## src/rtl/cos_pkg.sv

```systemverilog
package cos_pkg;
  localparam int unsigned STATUS_OFS = 7;
  localparam int unsigned HOLE_OFS   = 3;

  // Map a bus offset to a data group index; returns 4'hF when the offset
  // carries no input byte.
  function automatic logic [3:0] slot_of(input logic [2:0] ofs);
    if (ofs == 3'(HOLE_OFS) || ofs == 3'(STATUS_OFS)) return 4'hF;
    if (ofs < 3'(HOLE_OFS)) return {1'b0, ofs};
    return {1'b0, ofs - 3'd1};
  endfunction

  // Compose the status byte: bit 7 zero, bit 6 active-low pending, flags low.
  function automatic logic [7:0] status_of(input logic [5:0] flags, input logic pend);
    return {1'b0, ~pend, flags};
  endfunction
endpackage

```

## src/rtl/cos_sync.sv

```systemverilog
module cos_sync #(
  parameter int unsigned W      = 48,
  parameter int unsigned STAGES = 2
) (
  input  logic         clk,
  input  logic         rst_n,
  input  logic [W-1:0] d_i,
  output logic [W-1:0] q_o,
  output logic [W-1:0] chg_o
);
  logic [W-1:0] pipe [STAGES];
  logic [W-1:0] prev_q;

  always_ff @(posedge clk or negedge rst_n) begin
    if (!rst_n) begin
      for (int i = 0; i < STAGES; i++) pipe[i] <= '0;
      prev_q <= '0;
    end else begin
      pipe[0] <= d_i;
      for (int i = 1; i < STAGES; i++) pipe[i] <= pipe[i-1];
      prev_q <= pipe[STAGES-1];
    end
  end

  assign q_o   = pipe[STAGES-1];
  assign chg_o = pipe[STAGES-1] ^ prev_q;
endmodule

```

## src/rtl/cos_flags.sv

```systemverilog
module cos_flags #(
  parameter int unsigned GROUPS = 6,
  parameter int unsigned GW     = 8
) (
  input  logic                 clk,
  input  logic                 rst_n,
  input  logic [GROUPS*GW-1:0] chg_i,
  input  logic [GROUPS-1:0]    en_i,
  input  logic                 en_wr_i,
  input  logic [GROUPS-1:0]    en_new_i,
  input  logic                 clr_i,
  output logic [GROUPS-1:0]    grp_chg_o,
  output logic [GROUPS-1:0]    flags_o
);
  for (genvar g = 0; g < GROUPS; g++) begin : g_grp
    assign grp_chg_o[g] = |chg_i[g*GW +: GW];
  end

  logic [GROUPS-1:0] keep_mask;
  logic [GROUPS-1:0] flags_d;

  always_comb begin
    keep_mask = en_wr_i ? en_new_i : en_i;
    flags_d   = ((clr_i ? '0 : flags_o) | (grp_chg_o & en_i)) & keep_mask;
  end

  always_ff @(posedge clk or negedge rst_n) begin
    if (!rst_n) flags_o <= '0;
    else        flags_o <= flags_d;
  end
endmodule

```

## src/rtl/cos_regs.sv

```systemverilog
module cos_regs
  import cos_pkg::*;
#(
  parameter int unsigned GROUPS = 6,
  parameter int unsigned GW     = 8
) (
  input  logic                 clk,
  input  logic                 rst_n,
  input  logic [2:0]           addr_i,
  input  logic                 rd_i,
  input  logic                 wr_i,
  input  logic [GW-1:0]        wdata_i,
  input  logic [GROUPS*GW-1:0] sync_i,
  input  logic [GROUPS-1:0]    flags_i,
  input  logic                 pend_i,
  output logic [GROUPS-1:0]    en_o,
  output logic                 en_wr_o,
  output logic                 stat_rd_o,
  output logic [GW-1:0]        rdata_o
);
  logic [3:0] slot;
  logic       at_status;
  logic       unused_wbits;

  assign slot         = slot_of(addr_i);
  assign at_status    = (addr_i == 3'(STATUS_OFS));
  assign en_wr_o      = wr_i && at_status;
  assign stat_rd_o    = rd_i && at_status;
  assign unused_wbits = ^wdata_i[GW-1:GROUPS];

  always_ff @(posedge clk or negedge rst_n) begin
    if (!rst_n)       en_o <= '0;
    else if (en_wr_o) en_o <= wdata_i[GROUPS-1:0];
  end

  always_comb begin
    rdata_o = '0;
    if (at_status)                     rdata_o = status_of(flags_i, pend_i);
    else if (slot < 4'(GROUPS))        rdata_o = sync_i[slot*GW +: GW];
  end
endmodule

```

## src/rtl/cos_input_port.sv

```systemverilog
module cos_input_port #(
  parameter int unsigned GROUPS = 6,
  parameter int unsigned GW     = 8,
  parameter int unsigned STAGES = 2
) (
  input  logic                 clk,
  input  logic                 rst_n,
  input  logic [GROUPS*GW-1:0] pins_i,
  input  logic [2:0]           bus_addr,
  input  logic                 bus_rd,
  input  logic                 bus_wr,
  input  logic [GW-1:0]        bus_wdata,
  output logic [GW-1:0]        bus_rdata,
  output logic                 irq_o
);
  localparam int unsigned NPINS = GROUPS * GW;

  logic [NPINS-1:0]  sync_q;
  logic [NPINS-1:0]  pin_chg;
  logic [GROUPS-1:0] grp_chg;
  logic [GROUPS-1:0] grp_flag;
  logic [GROUPS-1:0] grp_en;
  logic              en_wr;
  logic              stat_rd;

  cos_sync #(.W(NPINS), .STAGES(STAGES)) u_sync (
    .clk(clk), .rst_n(rst_n), .d_i(pins_i), .q_o(sync_q), .chg_o(pin_chg)
  );

  cos_flags #(.GROUPS(GROUPS), .GW(GW)) u_flags (
    .clk(clk), .rst_n(rst_n), .chg_i(pin_chg), .en_i(grp_en),
    .en_wr_i(en_wr), .en_new_i(bus_wdata[GROUPS-1:0]), .clr_i(stat_rd),
    .grp_chg_o(grp_chg), .flags_o(grp_flag)
  );

  cos_regs #(.GROUPS(GROUPS), .GW(GW)) u_regs (
    .clk(clk), .rst_n(rst_n), .addr_i(bus_addr), .rd_i(bus_rd), .wr_i(bus_wr),
    .wdata_i(bus_wdata), .sync_i(sync_q), .flags_i(grp_flag), .pend_i(irq_o),
    .en_o(grp_en), .en_wr_o(en_wr), .stat_rd_o(stat_rd), .rdata_o(bus_rdata)
  );

  assign irq_o = |grp_flag;
endmodule

```

## config.mk

```make
export PLATFORM = sky130hd
export DESIGN_NAME = cos_input_port
export DESIGN_NICKNAME = d
export VERILOG_FILES = /design/src/rtl/cos_pkg.sv /design/src/rtl/cos_sync.sv /design/src/rtl/cos_flags.sv /design/src/rtl/cos_regs.sv /design/src/rtl/cos_input_port.sv
export SDC_FILE = /design/constraint.sdc
export NUM_CORES = 1
export LEC_CHECK = 0
export BUFFER_PORTS_ARGS = -buffer_cell sky130_fd_sc_hd__buf_2
export CAP_MARGIN = 15
export CORE_MARGIN = 10
export CORE_UTILIZATION = 40
export CTS_CLUSTER_SIZE = 20
export DETAILED_ROUTE_END_ITERATION = 7
export MAX_ROUTING_LAYER = met4
export REMOVE_ABC_BUFFERS = 1
export SLEW_MARGIN = 20
export SYNTH_ARGS = -nofsm -noshare
export SYNTH_HDL_FRONTEND = slang
export SYNTH_SLANG_ARGS = --single-unit
```

## constraint.sdc

```tcl
create_clock -name clk -period 1.4 [get_ports clk]
set_input_delay 0 -clock clk [delete_from_list [all_inputs] [get_ports clk]]
set_output_delay 0 -clock clk [all_outputs]
set_load 0.05 [all_outputs]
```

; After elaboration in Yosys (flattened, before gate mapping)
; Index checks and enable logic that the tools add are counted.
[totals]
regBits = 156
input_bits = 63
out_inout_bits = 9
[op_classes]
addsub = 1
n_lt_le_gt_ge = 2
eq_ne = 2
shifts = 1
muxes = 11
bitwise_logic = 5
reduce_logical = 10
[op_table]
columns = cell, n
row1 = $reduce_or 8->1, 6
row2 = $shiftx 48x8->8, 1
row3 = $xor 48x48->48, 1
row4 = $mux 4, 4
row5 = $mux 8, 2
row6 = $and 6x6->6, 2
row7 = $mux 6, 2
row8 = $or 6x6->6, 1
row9 = $reduce_or 6->1, 1
row10 = $lt 4x3->1 const B, 1
row11 = $eq 3x2->1 const B, 1
row12 = $eq 3x3->1 const B, 1
row13 = $lt 3x2->1 const B, 1
row14 = $mux 1, 3
row15 = $sub 3x1->3 const B, 1
row16 = $logic_and 1x1->1, 2
row17 = $logic_or 1x1->1, 1
row18 = $not 1->1, 1

; Logic depth before layout (Yosys ltp)
; Gate-level depths: netlist (run 1).
[depth]
ltp_word = 9
ltp_mapped = 8
ltp_nobuf = 6

; Modules after synthesis
; Synthesis (run 1) repeated with hierarchy kept, for this count alone.
[hier_totals]
cells_unflattened = 448
area_unflattened_um2 = 5997.0
[modules_own_cells]
columns = mod, n_inst, cells_per_inst, area_per_inst_um2, seq_area_each_um2
row1 = cos_sync, 1, 240, 4384.2, 3603.5
row2 = cos_regs, 1, 155, 1168.6, 150.1
row3 = cos_flags, 1, 50, 430.4, 150.1
row4 = cos_input_port, 1, 3, 13.8, 0.0

; Least setup slack after synthesis (run 1)
; No wires, ideal clock.
[synth_path]
path_type = input to output
startpoint = input bus_addr[0]
endpoint = output bus_rdata[7]
t_arrival_ps = 1911
required_ps = 1400
setup_slack_ps = -511
stages = 7
n_path_buf = 1
path_cell_list = buf_6 -> inv_1 -> ha_1 -> and4b_4 -> or3_1 -> o211a_1 -> o31ai_2
[synth_between]
elab_chain_len = 8
word_cells_on_any_way = 15
classes_between = add/sub (1) / order compare (2) / eq/ne (2) / shift (1) / mux (8) / reduce/logical (1)
[synth_lines]
columns = element, line_no
row1 = start: declaration, cos_input_port.sv:9  ; input logic [2:0] bus_addr,
row2 = $lt 3x2->1, cos_pkg.sv:9  ; if (ofs < 3'(HOLE_OFS)) return {1'b0, ofs};
row3 = $mux 1 (2 in series), cos_pkg.sv:9
row4 = $mux 4, cos_pkg.sv:10  ; return {1'b0, ofs - 3'd1};
row5 = $mux 4, cos_pkg.sv:9
row6 = $shiftx 48x8->8 or $lt 4x3->1 (tied branches), cos_regs.sv:39  ; else if (slot < 4'(GROUPS)) rdata_o = sync_i[slot*GW +: GW];
row7 = $mux 8, cos_regs.sv:39
row8 = $mux 8 (*), cos_regs.sv:38  ; if (at_status) rdata_o = status_of(flags_i, pend_i);
row9 = end: declaration, cos_input_port.sv:13  ; output logic [GW-1:0] bus_rdata,
; Every way passes the cells marked *; elsewhere a longest branch is shown, timed or not. The select of a mux whose other input is x is not followed.

; Worst setup path in the final report (run 1)
[layout_path]
startpoint = register u_flags.flags_o[2]
endpoint = output bus_rdata[6]
[layout_between]
elab_chain_len = 3
[layout_lines]
columns = element, line_no
row1 = start: declaration, cos_flags.sv:13  ; output logic [GROUPS-1:0] flags_o
row2 = start signal: assignment, cos_flags.sv:29  ; else flags_o <= flags_d;
row3 = $reduce_or 6->1, cos_input_port.sv:42  ; assign irq_o = |grp_flag;
row4 = $not 1->1, cos_pkg.sv:15  ; return {1'b0, ~pend, flags};
row5 = $mux 8, cos_regs.sv:38
; Every way passes these cells.

==> results.md, run 1 <==
* R2R cell count at 5
* Root buffer cell: clkbuf_16
* MaxCap Viol Count at 0
* Start point of the critical path: u_flags.flags_o[2]$_DFF_PN0_
* Global route overflow at 0
* Synth area leaders: dfrtp_1, xnor2_1, o211ai_1
* Total CTS buffers at 17
* Maximum root-to-sink buffer count at 2
* WL/cell at 16.0 um
* Setup ws final at -0.382 ns
* Final cell count without fillers at 738
* Routed vias at 3470
* Starting Density at 0.408
* Post-synth top flop: dfrtp_1
* Fin crit share at 1.27
* Status: finished with violations
* Power density over cell area at 1380 nW/um^2
* Critical Path Fanout Max at 2
* GPL Wtd Cong at 0.902
* Crit start category: flip-flop
* Die H at 136 um
* Post-synth top area cell: dfrtp_1
* Min Clock Period, post-route at 1.78 ns
* Clock Sink Count at 156
* Leakage at 3.41 nW
* WS Path Type: reg -> out
* Gr usage total at 0.143
* Final Hold Viols at 0
* Largest net degree at the start of global routing at 51
* Worst R2R End: u_flags.flags_o[3]$_DFF_PN0_
* Synth Register Bits at 156
* Worst-skew pair later-pin latency at 0.42 ns
* H-tree depth at 4
* Core area at 13200 sq um
* Syn avg cell area at 15.2 sq um
* TritonRoute pass-1 iters at 4
* Layout area overhead at 43.1%
* Initial antenna violation count at 0
* Layout cells sized above 1 at 0.342
* # IOs at 72
* Cells after synthesis at 356
* Share of the synthesized area in the top cell type at 0.723
* Antenna Cells at 0
* Critical path arrival at 1.78 ns
* Post-synthesis async set-or-reset flop share at 1.00
* Reg2reg start: u_sync.q_o[24]$_DFF_PN0_
* Post-route ant nets at 0
* Final Max Slew Viols at 0
* Seq/Total Area, Yosys at 0.723
* Vias/cell at 4.70
* Critical path endpoint category: output pin
* Final setup vio count at 9
* HPWL after detailed placement at 8310 um
* WL final at 11800 um
* Unrepaired setup endpoints after global routing: true
* Fin Clk Skew at 0.00965 ns
* Yosys cell types at 42
* Worst-Margin Slew at 0.469 ns
* Die X at 136 um
* Critical path endpoint: bus_rdata[6]
* Drt initial violations at 156
* Placed cell count at 634
* Hold WC Path Type: in -> async
* DIE AREA at 18600 sq um
* DRC viols at 0
* Failing checks: setup timing
* R2R Setup Slk at 0.14 ns
* CP required at 1.40 ns
* # port buffers at 69
* Relative max-transition margin at 0.687
* Post-Syn Area at 5400 sq um
* Max frequency at 561 MHz
* Design Power at 10.7 mW
* First-pass GRT wire length at 19800 um
* Peak supply drop at 0.870 mV
* Vias in the first global route at 3800
* Nets at 615
* Post-synth EDFFs at 0
* Row cnt at 42
* CTS tree: yes
* Ys Warns at 0
* Clock transition at path regs at 0.06 ns
layer usage:
metal,routed length [um],GRT usage,vias up
li1,-,-,1657
met1,5230,0.177,1711
met2,5870,0.215,84
met3,497,0.0395,18
met4,245,0.0663,0
met5,0,-,-
cell usage in the layout, fill, tap and decap left out, drive strengths merged, types with 4 or more instances in the layout:
cell,netlist,final
xnor2,48,48
inv,4,11
clkbuf,3,18
o31a,7,7
or3,15,15
o21ai,14,14
nor2b,4,4
a21boi,6,6
clkinv,0,5
nor4b,8,8
nand2,7,7
buf,8,130
nand4,18,18
o211ai,16,16
nor2,5,5
dfrtp,156,156
nand3,8,8
mux2,6,6
dlygate4sd3,0,55
worst min-delay path by stage:
| stage | startpoint | end | cells past startpoint |
|---|---|---|---|
| CTS | rst_n | u_sync.pipe[74]$_DFF_PN0_ | 2 |
| detailed placement | rst_n | u_sync.pipe[67]$_DFF_PN0_ | 1 |
| global route | rst_n | u_sync.q_o[12]$_DFF_PN0_ | 2 |
| finish | rst_n | u_sync.pipe[67]$_DFF_PN0_ | 2 |
| floorplan | rst_n | u_flags.flags_o[0]$_DFF_PN0_ | 0 |
| global placement | rst_n | u_sync.pipe[67]$_DFF_PN0_ | 1 |
power by group:
group          internal [mW]  switching (mW)  total [mW]
clock                   2.39            1.92        4.31
sequential              4.80           0.183        4.99
combinational          0.732           0.683        1.42
total                   7.92            2.79        10.7
Yosys cell counts, types with 2 or more instances:
cell,n
dfrtp_1,156
xnor2_1,48
nand4_1,18
o211ai_1,16
or3_1,15
o21ai_0,14
nand3_1,8
nor4b_1,8
nand2_1,7
o31a_1,7
a21boi_0,6
mux2_2,6
buf_2,4
inv_1,4
nor2_1,4
buf_6,3
clkbuf_1,3
ha_1,3
nor2b_1,2
o211a_1,2
registers in the layout, indices dropped and copies added (netlist names):
signal / count
u_sync.prev_q: 48
u_sync.pipe: 48
u_regs.en_o: 6
u_flags.flags_o: 6
u_sync.q_o: 48
through the flow:
step	setup WS (ns)	util	TNS (ns)	instance area [sq um]	hold slack [ns]
finish	-0.382	0.584	-2.02	7730	0.0875
global route	-0.461	0.584	-2.59	7730	0.139
CTS	-0.390	0.578	-2.17	7660	0.0903
detailed placement	-0.339	0.474	-2.74	6280	-0.0189
global placement	-0.312	0.474	-2.35	6280	-0.0299
floorplan	-0.407	-	-1.14	5330	-0.296
kinds of logic (layout without fill, tap and decap cells):
kind of cell | Yosys count | count (layout) | share of synthesized area
flops | 156 | 156 | 0.723
simple gates | 73 | 73 | 0.0878
compound gates | 54 | 54 | 0.0743
xor+xnor | 48 | 48 | 0.0778
buf+inv | 15 | 221 | 0.0162
mux | 7 | 7 | 0.0144
fa+ha+maj | 3 | 3 | 0.00695
repair_timing:
action                                 in CTS  in global routing
pin swaps                                  25                 10
setup endpoints to repair                   9                  9
gates resized for setup                    46                  6
buffers inserted                           12                  6
endpoints found under the hold margin     210                  0
hold buffers                               55                  0
layout make-up:
cell class | count | area [sq um]
flip-flops and latches | 156 | 3900
fillers | 1069 | 5510
well taps | 176 | 220
multi-input cells | 185 | 1540
clock inverters | 14 | 131
inverters | 4 | 17.5
clock buffers | 18 | 439
repair buffers | 185 | 1480
critical path, cell delays in order, from the launching register on:
cell and delay, ns:
dfrtp_1 0.39, nor4_2 0.30, and4_1 0.24, a31oi_1 0.06, o211ai_1 0.12, buf_4 0.24
Note: power is estimated with default switching activity, not from simulation.
==> inputs of run 2 (changes only) <==
- CAP_MARGIN: 15 -> 10
- CORE_ASPECT_RATIO: default -> 0.6
- CORE_UTILIZATION: 40 -> 51
- PLACE_DENSITY: default -> 0.75
==> run 2 against run 1 <==
  * The flow still finishes with violations (setup timing)
  * Non-clock buffer count is 1 lower
  * Clock power is essentially flat
  * Power barely moved
  * Register-to-register slack lost 0.07 ns
  * Critical path depth did not move
  * Die area shrank 18%
  * Sequential share of layout area is 0.69 points higher
  * Flip-flop and latch count unchanged
  * Critical path type unchanged
  * Largest cell class unchanged
  * Largest power group unchanged
==> results.md, run 2 (synthesized netlist as in run 1, its figures left out) <==
* Status: finished with violations
* Failing checks: setup timing
* Fin Clk Skew at 0.00770 ns (-0.00195 ns)
* Max incr delay on CP at 0.40 ns (about the same)
* Die X at 153 um (+12%)
* Largest net degree at the start of global routing at 51 (unchanged)
* Layout cells sized above 1 at 0.349 (+0.00712)
* Hold WC Path Type: in -> async
* Clock transition at path regs at 0.06 ns (about the same)
* Initial antenna violation count at 0 (unchanged)
* Fin crit share at 1.28 (+0.0111)
* Most frequent cells in the layout: dfrtp_1, buf_4, buf_2, dlygate4sd3_1, xnor2_1
* Core area at 10100 sq um (-24%)
* Final Cell Area at 7630 sq um (-1.3%)
* WHS at 0.109 ns (+0.0215 ns)
* WL/cell at 19.7 um (+23%)
* Clock Sink Count at 156 (unchanged)
* HPWL after detailed placement at 9040 um (+8.8%)
* Critical path endpoint category: output pin
* First-pass GRT wire length at 22200 um (+12%)
* Power density over cell area at 1400 nW/um^2 (+1.4%)
* Maximum root-to-sink buffer count at 2 (unchanged)
* Layout area overhead at 41.3%
* Vias/cell at 5.10 (+8.5%)
* Final Max Slew Viols at 0 (unchanged)
* Setup ws final at -0.397 ns (-0.0156 ns)
* Crit start category: flip-flop
* Worst-skew pair later-pin latency at 0.41 ns (about the same)
* Design Power at 10.7 mW (about the same)
* Starting Density at 0.535 (+0.127)
* Total CTS buffers at 17 (unchanged)
* TritonRoute pass-1 iters at 5 (+1)
* WS Path Type: reg -> out
* Die H at 99.7 um (-27%)
* Vias in the first global route at 4002 (+5.3%)
* CTS tree: yes
* Gr usage total at 0.190 (+0.0469)
* DRC viols at 0 (unchanged)
* Critical Path, Cell by Cell: nor4_2, and4_1, a31oi_1, o211ai_1, buf_4
* GPL Wtd Cong at 0.931 (+3.2%)
* Critical path arrival at 1.80 ns (+0.02 ns)
* Row cnt at 28 (-33%)
* DIE AREA at 15200 sq um (-18%)
* MaxCap Viol Count at 0 (unchanged)
* Routed vias at 3555 (+2.4%)
* Setup_tns at -1.94 ns (+0.0881 ns)
* Commonest non-fill, non-tap cell in the layout: dfrtp_1
* Worst path slowest cell: dfrtp_1
* Critical Path Fanout Max at 2 (unchanged)
* Relative max-transition margin at 0.675 (-0.0119)
* Max frequency at 556 MHz (-0.87%)
* Post-route ant nets at 0 (unchanged)
* H-tree depth at 4 (unchanged)
* Peak supply drop at 0.821 mV (-5.7%)
* # port buffers at 69 (unchanged)
* Number of buffers and inverters on the critical path at 1 (unchanged)
* Global route overflow at 0 (unchanged)
* WL final at 13700 um (+16%)
* Min Clock Period, post-route at 1.80 ns (+0.0156 ns)
* Final Hold Viols at 0 (unchanged)
* # IOs at 72 (unchanged)
* Drt initial violations at 160 (+2.6%)
* CP delay by family, top: simple AND/OR/NAND/NOR gates
* Leakage at 3.39 nW (-0.62%)
* Nets at 615 (unchanged)
* CP required at 1.40 ns (about the same)
* Final setup vio count at 9 (unchanged)
* Worst-Margin Slew at 0.487 ns (+0.0178 ns)
* Post-DP Area at 6190 sq um (-1.5%)
* Unrepaired setup endpoints after global routing: true
* Antenna Cells at 0 (unchanged)
* Root buffer cell: clkbuf_16
## run 2: power by group
part	switching [mW]	leakage (nW)	total (mW)	internal (mW)
Combinational	0.707	1.29	1.43	0.719
Clock	1.88	0.273	4.28	2.40
Sequential	0.211	1.83	5.02	4.80
## run 2: path summary, 6_finish.rpt
check                                                   from                           end  slack (ns)  cells past startpoint
worst max register to register      u_sync.q_o[16]$_DFF_PN0_  u_flags.flags_o[2]$_DFF_PN0_        0.07                      6
worst min register to register     u_sync.pipe[90]$_DFF_PN0_      u_sync.q_o[42]$_DFF_PN0_        0.34                      0
worst max-delay path            u_flags.flags_o[2]$_DFF_PN0_                  bus_rdata[6]       -0.40                      5
worst min-delay path                                   rst_n      u_sync.q_o[29]$_DFF_PN0_        0.11                      2
min in group clk                                      bus_rd  u_flags.flags_o[5]$_DFF_PN0_        0.11                      4
max in group asynchronous                              rst_n    u_sync.prev_q[9]$_DFF_PN0_        0.70                      3
## run 2: timing repair
item                                    in CTS  in global routing
hold buffers                                55                  0
cloned                                       1                  0
endpoints found under the setup margin       9                 10
endpoints found under the hold margin      210                  0
pin swaps                                   18                 10
buffers inserted                            14                  6
resized for setup                           41                 11
## run 2: layer usage
layer / wire [um] / global-route usage / share of wire / up-vias
met4: 120 / 0.0445 / 0.0087 / 0
li1: - / - / - / 1657
met1: 6770 / 0.262 / 0.49 / 1792
met5: 0 / - / 0 / -
met2: 6190 / 0.278 / 0.45 / 94
met3: 653 / 0.0477 / 0.048 / 12
## run 2: final cells by class
type,instances,area [sq um]
clock inverter,13,106
timing repair buffer,184,1440
fill,613,2460
inverter,4,17.5
clock buffer,19,453
multi-input combinational,186,1540
sequential,156,3910
tap,135,169
## run 2: per-stage QoR
step / cells / worst slack, ns / utilization
final: 697 / -0.397 / 0.757
after floorplan: 345 / -0.407 / -
after CTS: 693 / -0.393 / 0.750
after detailed placement: 591 / -0.278 / 0.614
after global routing: 697 / -0.467 / 0.757
after global placement: 591 / -0.332 / 0.614
==> inputs of run 3 (changes only) <==
- CORE_MARGIN: 10 -> default
- CORE_UTILIZATION: 51 -> 53
- CTS_BUF_LIST: default -> sky130_fd_sc_hd__clkbuf_8
- PLACE_DENSITY: 0.75 -> 0.77
- REMOVE_ABC_BUFFERS: 1 -> default
==> run 3 against run 2 <==
  * The flow still finishes with violations (setup timing)
  * Combinational power about the same
  * Clock power shrank 14%
  * Routed wire length down 13%
  * Sequential power hardly changed
  * Via count is 4.2% lower
  * Clock skew grew 0.0018 ns
  * Critical path type unchanged
==> results.md, run 3 (synthesized netlist as in run 1, its figures left out) <==
* Max frequency at 558 MHz (+0.26%)
* Drt initial violations at 212 (+33%)
* Unrepaired setup endpoints after global routing: true
* Antenna Cells at 0 (unchanged)
* Critical path arrival at 1.79 ns (about the same)
* Clock Sink Count at 156 (unchanged)
* HPWL after detailed placement at 7900 um (-13%)
* CTS tree: yes
* Die X at 132 um (-13%)
* Layout area overhead at 37.9%
* Commonest non-fill, non-tap cell in the layout: dfrtp_1
* Synth Net Count at 422
* WL final at 11900 um (-13%)
* WS Path Type: reg -> out
* Crit start category: flip-flop
* H-tree depth at 4 (unchanged)
* Worst-Margin Slew at 0.676 ns (+0.189 ns)
* CP required at 1.40 ns (about the same)
* WL/cell at 17.3 um (-12%)
* Initial antenna violation count at 0 (unchanged)
* Routed vias at 3406 (-4.2%)
* TritonRoute pass-1 iters at 4 (-1)
* Nets at 605 (-1.6%)
* Core area at 9880 sq um (-2.1%)
* Relative max-transition margin at 0.548 (-0.128)
* Clock transition at path regs at 0.08 ns (+0.02 ns)
* Worst-skew pair later-pin latency at 0.43 ns (+0.02 ns)
* Final Max Slew Viols at 0 (unchanged)
* Hold WC Path Type: in -> async
* Failing checks: setup timing
* WHS at 0.0400 ns (-0.0689 ns)
* Layout cells sized above 1 at 0.323 (-0.0257)
* Post-DP Area at 6220 sq um (+0.55%)
* Total CTS buffers at 17 (unchanged)
* # IOs at 72 (unchanged)
* Vias/cell at 4.97 (-2.7%)
* Gr usage total at 0.254 (+0.0635)
* Die H at 80.2 um (-20%)
* First-pass GRT wire length at 18900 um (-15%)
* Maximum root-to-sink buffer count at 2 (unchanged)
* Fin Clk Skew at 0.00953 ns (+0.00183 ns)
* Setup_tns at -2.10 ns (-0.159 ns)
* Leakage at 3.29 nW (-2.9%)
* Global route overflow at 0 (unchanged)
* Starting Density at 0.547 (+0.0114)
* Final Hold Viols at 0 (unchanged)
* Row cnt at 28 (unchanged)
* # port buffers at 69 (unchanged)
* GPL Wtd Cong at 0.903 (-3.1%)
* Largest net degree at the start of global routing at 49 (-3.9%)
* Status: finished with violations
* Fin crit share at 1.28 (-0.00333)
* Peak supply drop at 1.02 mV (+24%)
* DIE AREA at 10600 sq um (-30%)
* Setup ws final at -0.393 ns (+0.00466 ns)
* Critical Path Fanout Max at 2 (unchanged)
* Vias in the first global route at 3572 (-11%)
* Critical path endpoint category: output pin
* Final core utilization at 0.754 (-0.00252)
* Post-route ant nets at 0 (unchanged)
* Min Clock Period, post-route at 1.79 ns (-0.00466 ns)
* Design Power at 10.1 mW (-5.9%)
* DRC viols at 0 (unchanged)
* Most frequent cells in the layout: dfrtp_1, buf_2, dlygate4sd3_1, xnor2_1, buf_4
* Power density over cell area at 1350 nW/um^2 (-3.6%)
* Final Cell Area at 7450 sq um (-2.4%)
* Root buffer cell: clkbuf_8
* Final setup vio count at 9 (unchanged)
* MaxCap Viol Count at 0 (unchanged)
[run 3: worst max-delay path, stage by stage, from the launching register on]
cell and delay, ns:
dfrtp_1 0.45, nor4_4 0.27, and4_1 0.22, a31oi_1 0.04
o211ai_1 0.14, buf_4 0.25
[run 3: where the power goes]
group | switching [mW] | internal (mW) | total [mW] | leakage, nW
Sequential | 0.201 | 4.80 | 5.00 | 1.83
Combinational | 0.692 | 0.712 | 1.40 | 1.24
Clock | 1.63 | 2.06 | 3.68 | 0.226
Total | 2.52 | 7.56 | 10.1 | 3.29
[run 3: per-layer routing]
layer	GRT usage	vias to the layer above	share of wire
li1	-	1623	-
met1	0.360	1705	0.50
met2	0.370	76	0.46
met3	0.0568	2	0.038
met4	0.0747	0	0.0024
met5	-	-	0
[run 3: per-stage QoR]
| step | worst slack [ns] | instances |
|---|---|---|
| after floorplan | -0.188 | 356 |
| after global placement | -0.323 | 586 |
| after detailed placement | -0.309 | 586 |
| after CTS | -0.417 | 683 |
| after global routing | -0.496 | 686 |
| final | -0.393 | 686 |
[run 3: final cells by class]
type	count	area, sq um
fillers	627	2430
repair buffers	175	1400
multi-input cells	185	1500
clock buffers	19	262
flip-flops and latches	156	3910
inverters	4	20.0
clock inverters	12	186
well taps	135	169
[run 3: what timing repair did]
item / in CTS / in global routing
pin swaps: 24 / 8
hold buffers: 55 / 0
hold endpoints to repair: 210 / 0
buffers inserted: 16 / 3
setup endpoints to repair: 9 / 11
resized for setup: 33 / 6
[run 3: final timing paths]
kind | start | to | slack [ns] | cells past startpoint
max | u_flags.flags_o[3]$_DFF_PN0_ | bus_rdata[6] | -0.39 | 5
min | rst_n | u_sync.pipe[68]$_DFF_PN0_ | 0.04 | 2
max reg2reg | u_sync.q_o[17]$_DFF_PN0_ | u_flags.flags_o[2]$_DFF_PN0_ | 0.08 | 5
max in group asynchronous | rst_n | u_sync.q_o[7]$_DFF_PN0_ | 0.76 | 3
min reg2reg | u_sync.pipe[73]$_DFF_PN0_ | u_sync.q_o[25]$_DFF_PN0_ | 0.35 | 0
min in group clk | bus_rd | u_flags.flags_o[4]$_DFF_PN0_ | 0.13 | 4
